[config.mk]
export PLATFORM = sky130hd
export DESIGN_NAME = i2c_cfg_bank
export DESIGN_NICKNAME = d
export VERILOG_FILES = /design/src/rtl/i2c_cfg_pkg.sv /design/src/rtl/i2c_cfg_ctrl.sv /design/src/rtl/i2c_cfg_dp.sv /design/src/rtl/i2c_cfg_bank.sv
export SDC_FILE = /design/constraint.sdc
export NUM_CORES = 1
export LEC_CHECK = 0
export BUFFER_PORTS_ARGS = -buffer_cell sky130_fd_sc_hd__buf_2
export CORE_MARGIN = 10
export CORE_UTILIZATION = 45
export DETAILED_ROUTE_END_ITERATION = 16
export GPL_TIMING_DRIVEN = 0
export HOLD_SLACK_MARGIN = 0.05
export PLACE_DENSITY = 0.67
export SYNTH_ARGS = -nofsm -noshare
export SYNTH_HDL_FRONTEND = slang
export SYNTH_SLANG_ARGS = --single-unit
[constraint.sdc]
create_clock -name clk -period 2.3 [get_ports clk]
set_input_delay 0.46 -clock clk [delete_from_list [all_inputs] [get_ports clk]]
set_output_delay 0.46 -clock clk [all_outputs]
set_load 0.01 [all_outputs]
[src/rtl/i2c_cfg_pkg.sv]
package i2c_cfg_pkg;

  typedef struct packed {
    logic ptrClear;
    logic wrCommit;
    logic txLoadCount;
    logic txLoadReg;
    logic txShift;
  } dpStrobe_t;

  typedef enum logic [2:0] {
    ST_IDLE,
    ST_ADDR,
    ST_ADDR_ACK,
    ST_WR_BYTE,
    ST_WR_ACK,
    ST_RD_BYTE,
    ST_RD_ACK,
    ST_WAIT
  } busState_t;

endpackage

[src/rtl/i2c_cfg_ctrl.sv]
module i2c_cfg_ctrl
  import i2c_cfg_pkg::*;
#(
  parameter logic [6:0] DEV_ADDR   = 7'h69,
  parameter int         HDR_BYTES  = 2
) (
  input  logic       clk,
  input  logic       rstN,
  input  logic       sclIn,
  input  logic       sdaIn,
  output dpStrobe_t  strobe,
  output logic [7:0] rxByte,
  output logic       ackDrive,
  output logic       txDrive
);

  localparam int HDR_W = $clog2(HDR_BYTES + 1);

  logic [1:0] sclPipe, sdaPipe;
  logic       sclPrev, sdaPrev;
  logic       sclS, sdaS;
  logic       sclRise, sclFall, startDet, stopDet;

  busState_t        state, stateN;
  logic [2:0]       bitCnt, bitCntN;
  logic             byteDone, byteDoneN;
  logic [7:0]       shReg, shN;
  logic             isRead, isReadN;
  logic [HDR_W-1:0] hdrCnt, hdrN;
  logic             mstAck, mstAckN;
  logic             ackN, txN;

  // Two-flop synchronizers plus one history flop for edge detection
  always_ff @(posedge clk or negedge rstN) begin
    if (!rstN) begin
      sclPipe <= 2'b11;
      sdaPipe <= 2'b11;
      sclPrev <= 1'b1;
      sdaPrev <= 1'b1;
    end else begin
      sclPipe <= {sclPipe[0], sclIn};
      sdaPipe <= {sdaPipe[0], sdaIn};
      sclPrev <= sclPipe[1];
      sdaPrev <= sdaPipe[1];
    end
  end

  assign sclS     = sclPipe[1];
  assign sdaS     = sdaPipe[1];
  assign sclRise  = sclS & ~sclPrev;
  assign sclFall  = ~sclS & sclPrev;
  assign startDet = sclS & sclPrev & sdaPrev & ~sdaS;
  assign stopDet  = sclS & sclPrev & ~sdaPrev & sdaS;
  assign rxByte   = shReg;

  always_comb begin
    stateN    = state;
    bitCntN   = bitCnt;
    byteDoneN = byteDone;
    shN       = shReg;
    isReadN   = isRead;
    hdrN      = hdrCnt;
    mstAckN   = mstAck;
    ackN      = ackDrive;
    txN       = txDrive;
    strobe    = '0;
    if (stopDet) begin
      stateN = ST_IDLE;
      ackN   = 1'b0;
      txN    = 1'b0;
    end else if (startDet) begin
      stateN          = ST_ADDR;
      bitCntN         = '0;
      byteDoneN       = 1'b0;
      ackN            = 1'b0;
      txN             = 1'b0;
      strobe.ptrClear = 1'b1;
    end else begin
      case (state)
        ST_ADDR, ST_WR_BYTE: begin
          if (sclRise && !byteDone) begin
            shN     = {shReg[6:0], sdaS};
            bitCntN = bitCnt + 3'd1;
            if (bitCnt == 3'd7) byteDoneN = 1'b1;
          end else if (sclFall && byteDone) begin
            byteDoneN = 1'b0;
            bitCntN   = '0;
            if (state == ST_ADDR) begin
              if (shReg[7:1] == DEV_ADDR) begin
                ackN    = 1'b1;
                isReadN = shReg[0];
                hdrN    = '0;
                stateN  = ST_ADDR_ACK;
              end else begin
                stateN = ST_WAIT;
              end
            end else begin
              ackN   = 1'b1;
              stateN = ST_WR_ACK;
              if (hdrCnt == HDR_W'(HDR_BYTES)) strobe.wrCommit = 1'b1;
              else hdrN = hdrCnt + 1'b1;
            end
          end
        end
        ST_ADDR_ACK: begin
          if (sclFall) begin
            ackN = 1'b0;
            if (isRead) begin
              strobe.txLoadCount = 1'b1;
              txN                = 1'b1;
              stateN             = ST_RD_BYTE;
            end else begin
              stateN = ST_WR_BYTE;
            end
          end
        end
        ST_WR_ACK: begin
          if (sclFall) begin
            ackN   = 1'b0;
            stateN = ST_WR_BYTE;
          end
        end
        ST_RD_BYTE: begin
          if (sclRise) begin
            bitCntN = bitCnt + 3'd1;
            if (bitCnt == 3'd7) byteDoneN = 1'b1;
          end else if (sclFall) begin
            if (byteDone) begin
              byteDoneN = 1'b0;
              bitCntN   = '0;
              txN       = 1'b0;
              stateN    = ST_RD_ACK;
            end else begin
              strobe.txShift = 1'b1;
            end
          end
        end
        ST_RD_ACK: begin
          if (sclRise) begin
            mstAckN = ~sdaS;
          end else if (sclFall) begin
            if (mstAck) begin
              strobe.txLoadReg = 1'b1;
              txN              = 1'b1;
              stateN           = ST_RD_BYTE;
            end else begin
              stateN = ST_WAIT;
            end
          end
        end
        default: ;
      endcase
    end
  end

  always_ff @(posedge clk or negedge rstN) begin
    if (!rstN) begin
      state    <= ST_IDLE;
      bitCnt   <= '0;
      byteDone <= 1'b0;
      shReg    <= '0;
      isRead   <= 1'b0;
      hdrCnt   <= '0;
      mstAck   <= 1'b0;
      ackDrive <= 1'b0;
      txDrive  <= 1'b0;
    end else begin
      state    <= stateN;
      bitCnt   <= bitCntN;
      byteDone <= byteDoneN;
      shReg    <= shN;
      isRead   <= isReadN;
      hdrCnt   <= hdrN;
      mstAck   <= mstAckN;
      ackDrive <= ackN;
      txDrive  <= txN;
    end
  end

  // the acknowledge drive begins only while SCL is low
  assert_ack_scl_low_R10: assert property (@(posedge clk) disable iff (!rstN)
    $rose(ackDrive) |-> !sclS);

  // the data drive begins only while SCL is low
  assert_tx_scl_low_R10: assert property (@(posedge clk) disable iff (!rstN)
    $rose(txDrive) |-> !sclS);

  // while the slave waits for a bus condition, it drives nothing
  assert_wait_quiet_R7: assert property (@(posedge clk) disable iff (!rstN)
    (state == ST_WAIT) |-> (!ackDrive && !txDrive));

  // the slave never acknowledges and sends data at once
  assert_no_dual_drive_R2: assert property (@(posedge clk) disable iff (!rstN)
    !(ackDrive && txDrive));

endmodule

[src/rtl/i2c_cfg_dp.sv]
module i2c_cfg_dp
  import i2c_cfg_pkg::*;
#(
  parameter int NUM_REGS = 7,
  parameter int DATA_W   = 8
) (
  input  logic                       clk,
  input  logic                       rstN,
  input  dpStrobe_t                  strobe,
  input  logic [DATA_W-1:0]          rxByte,
  output logic                       txBit,
  output logic [NUM_REGS*DATA_W-1:0] cfgRegs
);

  localparam int PTR_W = $clog2(NUM_REGS + 1);
  localparam logic [PTR_W-1:0] PTR_END = PTR_W'(NUM_REGS);

  logic [NUM_REGS-1:0][DATA_W-1:0] regBank;
  logic [PTR_W-1:0]                ptr;
  logic [DATA_W-1:0]               txSh, rdVal;

  always_ff @(posedge clk or negedge rstN) begin
    if (!rstN) begin
      for (int i = 0; i < NUM_REGS; i++)
        regBank[i] <= (i == 0) ? '0 : '1;
    end else if (strobe.wrCommit) begin
      for (int i = 0; i < NUM_REGS; i++)
        if (ptr == PTR_W'(i)) regBank[i] <= rxByte;
    end
  end

  always_ff @(posedge clk or negedge rstN) begin
    if (!rstN) ptr <= '0;
    else if (strobe.ptrClear) ptr <= '0;
    else if ((strobe.wrCommit || strobe.txLoadReg) && ptr != PTR_END) ptr <= ptr + 1'b1;
  end

  always_comb begin
    rdVal = '1;
    for (int i = 0; i < NUM_REGS; i++)
      if (ptr == PTR_W'(i)) rdVal = regBank[i];
  end

  always_ff @(posedge clk or negedge rstN) begin
    if (!rstN) txSh <= '1;
    else if (strobe.txLoadCount) txSh <= DATA_W'(NUM_REGS);
    else if (strobe.txLoadReg) txSh <= rdVal;
    else if (strobe.txShift) txSh <= {txSh[DATA_W-2:0], 1'b1};
  end

  assign txBit   = txSh[DATA_W-1];
  assign cfgRegs = regBank;

  // registers change only on a committed data byte
  assert_regs_hold_R4: assert property (@(posedge clk) disable iff (!rstN)
    !strobe.wrCommit |=> $stable(regBank));

  // a START returns the position to register 0
  assert_ptr_clear_R9: assert property (@(posedge clk) disable iff (!rstN)
    strobe.ptrClear |=> (ptr == '0));

  // a read opens with the register count
  assert_count_first_R6: assert property (@(posedge clk) disable iff (!rstN)
    strobe.txLoadCount |=> (txSh == DATA_W'(NUM_REGS)));

endmodule

[src/rtl/i2c_cfg_bank.sv]
module i2c_cfg_bank
  import i2c_cfg_pkg::*;
#(
  parameter int         NUM_REGS = 7,
  parameter logic [6:0] DEV_ADDR = 7'h69
) (
  input  logic                  clk,
  input  logic                  rstN,
  input  logic                  sclIn,
  input  logic                  sdaIn,
  output logic                  sdaOe,
  output logic [NUM_REGS*8-1:0] cfgRegs
);

  dpStrobe_t  strobe;
  logic [7:0] rxByte;
  logic       ackDrive, txDrive, txBit;

  i2c_cfg_ctrl #(.DEV_ADDR(DEV_ADDR), .HDR_BYTES(2)) uCtrl (
    .clk      (clk),
    .rstN     (rstN),
    .sclIn    (sclIn),
    .sdaIn    (sdaIn),
    .strobe   (strobe),
    .rxByte   (rxByte),
    .ackDrive (ackDrive),
    .txDrive  (txDrive)
  );

  i2c_cfg_dp #(.NUM_REGS(NUM_REGS), .DATA_W(8)) uDp (
    .clk     (clk),
    .rstN    (rstN),
    .strobe  (strobe),
    .rxByte  (rxByte),
    .txBit   (txBit),
    .cfgRegs (cfgRegs)
  );

  assign sdaOe = ackDrive | (txDrive & ~txBit);

endmodule

==> flow_summary.yaml <==
run_status:
  status: "complete, no violations"
critical_path:
  worst-path-buf-inv: 1
  worstSetupEndpointType: "flop"
  slowest_delay_ns: 0.57
  critPathSlowestCell: "dfstp_2"
  critical_path_class: "flop to flop"
  crit_path_start_kind: "flop"
  cp_max_fo: 8
  reg2reg_depth: 7
  cp_data_arrival_time_ns: 2.59
  crit_chain: "ha_2 -> and4b_4 -> nand3_4 -> nor2_1 -> and3_1 -> clkbuf_4 -> mux2_2"
  path_delay_family: "simple AND/OR/NAND/NOR gates"
  cp.depth: 7
  critPathRequiredTime_ns: 2.60
logic_synthesis:
  synth_edf_count: 0
  synth_seq_cells: 94
  synth_area_sq_mm: 0.00494
  synth_warnings: 0
  yosysSeqAreaShare_pct: 49.2
  synth.distinct_cells: 64
  synth_nets: 460
  syn_area_per_cell_sq_um: 11.1
  async_reset_ff_share_pct: 100
  synth_cells: 444
  synth-main-ff-cell: "dfstp_2"
clocking:
  clk_latency_ns: 0.37
  cts_buffers: 9
  cts_tree: "yes"
  cts-root-buf: "clkbuf_8"
  clk_pin_slew_ns: 0.10
  cts_max_level: 3
  cts.sinks: 94
  clk_path_buf_depth: 2
routing:
  drt-initial-drc-count: 322
  drc: 0
  routed_via_density: 5.82
  wl_per_cell_microns: 20.0
  vias: 3908
  ant_nets: 0
  drt-total-wl_mm: 13.4
  firstDrtPassIters: 6
timing:
  setup_ws_ns: 0.0160
  fmax_ghz: 0.438
  fin_worst_skew_ns: 0.0101
  rsz0062_at_grt: "true"
  fin_crit_sh_pct: 99.3
  tightest_slew_ns: 0.704
  finalSetupViolCount: 0
  fin_crit_ns: 2.28
  hold_viol_final: 0
  relSlewSlack_pct: 52.4
  finalMaxSlewViolations: 0
pwr:
  ir_drop_uv: 428
  p_leak_nw: 2.60
  seqPwrFrac_pct: 48.8
  pwr-share-comb_pct: 22.4
  power.density_mw_per_mm2: 686
  netSwitchingPower_mw: 1.34
  p_clk_share_pct: 28.8
  p_sw_share_pct: 33.5
  p_int_mw: 2.66
place:
  pre_cts_ws_ns: -0.261
  numPortBuffers: 60
  placed_area_sq_mm: 0.00545
  post-dp-hpwl_mm: 9.59
  place_congestion: 0.870
floorplan:
  io_pins: 61
  row_count: 38
  core_area_sq_mm: 0.0108
  die_w_microns: 125
  chipHeight_microns: 125
  start_util_pct: 45.8
  fp.dieArea_sq_mm: 0.0156
global_route:
  antenna_found_initial: 0
  grt_overflow: 0
  grt_pass1_wl_mm: 21.4
  grt_max_degree: 63
  grt_pass1_vias: 3928
  grt_use_total_pct: 16.7
cells_and_area:
  fin_util_pct: 54.1
  final_area_sq_mm: 0.00584
  drive_above_1_share_pct: 47.6
  nNetsFinal: 542
  n_antenna_cell: 0
  final_cell_mix: "62 x mux2_2, 62 x buf_2, 62 x dfstp_2, 34 x a21oi_1, 31 x dfrtp_1"
  areaGrowthSynthToFinish_pct: 18.1
hold_path:
  whs_path_depth: 1
  hold_class: "input pin to flop"
run:
  drv_cap: 0
[repair_timing]
action | 4_1_cts | 5_1_grt
buffers inserted | 4 | 7
hold buffers | 1 | 0
endpoints found under the setup margin | 47 | 54
pin swaps | 3 | 6
endpoints found under the hold margin | 17 | 0
resized for setup | 9 | 21
[cell type report]
class                   count  area [sq um]
inverters                  25          97.6
repair buffers             73           448
multi-input cells         297          2350
clock buffers               9           124
plain buffers              26           129
well taps                 140           175
flip-flops and latches     94          2430
clock inverters             7          82.6
fillers                   941          4960
[routing by layer]
layer  GRT usage, %  share of wire, %  vias up
met3           4.17               6.2       24
met2           26.9                48      152
met4           4.87               1.6        0
met1           21.4                44     1959
met5              0                 0        -
li1               -                 -     1773
[cell usage after synthesis, types with 2 or more instances]
cell	number	area share, %
a2111o_1	2	0.46
a211oi_1	3	0.46
a21oi_1	34	3.4
a221o_1	5	1.0
a221oi_1	6	1.1
a22oi_1	4	0.61
and2_1	4	0.51
and3_1	2	0.25
buf_2	4	0.41
buf_4	2	0.30
clkbuf_1	20	1.5
dfrtp_1	32	16
dfstp_2	62	33
ha_1	12	3.0
inv_1	24	1.8
mux2_2	62	14
mux2i_1	7	1.4
nand2_1	28	2.1
nand2_2	3	0.38
nand2b_1	10	1.3
nand3_1	6	0.61
nand4b_1	2	0.35
nor2_1	18	1.4
nor2b_1	8	1.0
nor3_1	4	0.41
nor3_4	2	0.66
nor3b_1	2	0.30
o21a_1	3	0.46
o21ai_0	22	2.2
o22ai_1	3	0.38
o2bb2ai_1	3	0.53
o311ai_0	6	1.1
o31ai_1	5	0.76
o32a_1	2	0.41
or3b_2	3	0.53
[sequential cells by signal, indices dropped and copies added (netlist names), 3 cells and up]
signal        cells
uCtrl.state       3
uDp.ptr           3
uCtrl.bitCnt      3
uDp.txSh          8
uCtrl.rxByte      8
uDp.cfgRegs      56
[power by group through the flow]
stage / Combinational, mW / Clock, mW / Sequential (mW)
2_1_floorplan: 0.585 / 0 / 1.93
3_3_place_gp: 0.814 / 0 / 1.97
3_5_place_dp: 0.830 / 0 / 1.98
4_1_cts: 0.852 / 1.17 / 1.95
5_1_grt: 0.987 / 1.24 / 1.98
6_report: 0.898 / 1.15 / 1.95
[logic make-up after synthesis]
family	Yosys count	synth area share [%]
buf+inv	53	4.43
fa+ha+maj	13	3.24
mux	70	15.8
simple gates	101	11.7
flops	94	49.2
compound gates	111	15.3
xor+xnor	2	0.354
[worst paths after layout]
kind                                       startpoint                           to  slack [ns]
max in group asynchronous                        rstN  uDp.cfgRegs[42]$_DFFE_PN1P_        1.04
hold / removal                                  sclIn   uCtrl.sclPipe[0]$_DFF_PN1_        0.17
setup / recovery              uCtrl.sclPrev$_DFF_PN1_  uDp.cfgRegs[42]$_DFFE_PN1P_        0.02
hold reg to reg            uCtrl.sdaPipe[0]$_DFF_PN1_   uCtrl.sdaPipe[1]$_DFF_PN1_        0.35
setup reg to reg              uCtrl.sclPrev$_DFF_PN1_  uDp.cfgRegs[42]$_DFFE_PN1P_        0.02
min in group asynchronous                        rstN   uCtrl.state[0]$_DFFE_PN0P_        0.56
[through the flow]
step           setup TNS [ns]  power, mW  hold slack (ns)  cells
4_1_cts                     0       3.97            0.167    666
6_report                    0       4.00            0.174    671
5_1_grt                -0.735       4.20            0.161    671
3_5_place_dp            -4.00       2.81            0.347    645
3_3_place_gp            -5.48       2.78            0.348    644
2_1_floorplan               0       2.52            0.164    444
No activity file was read; power rests on OpenSTA's default activity.
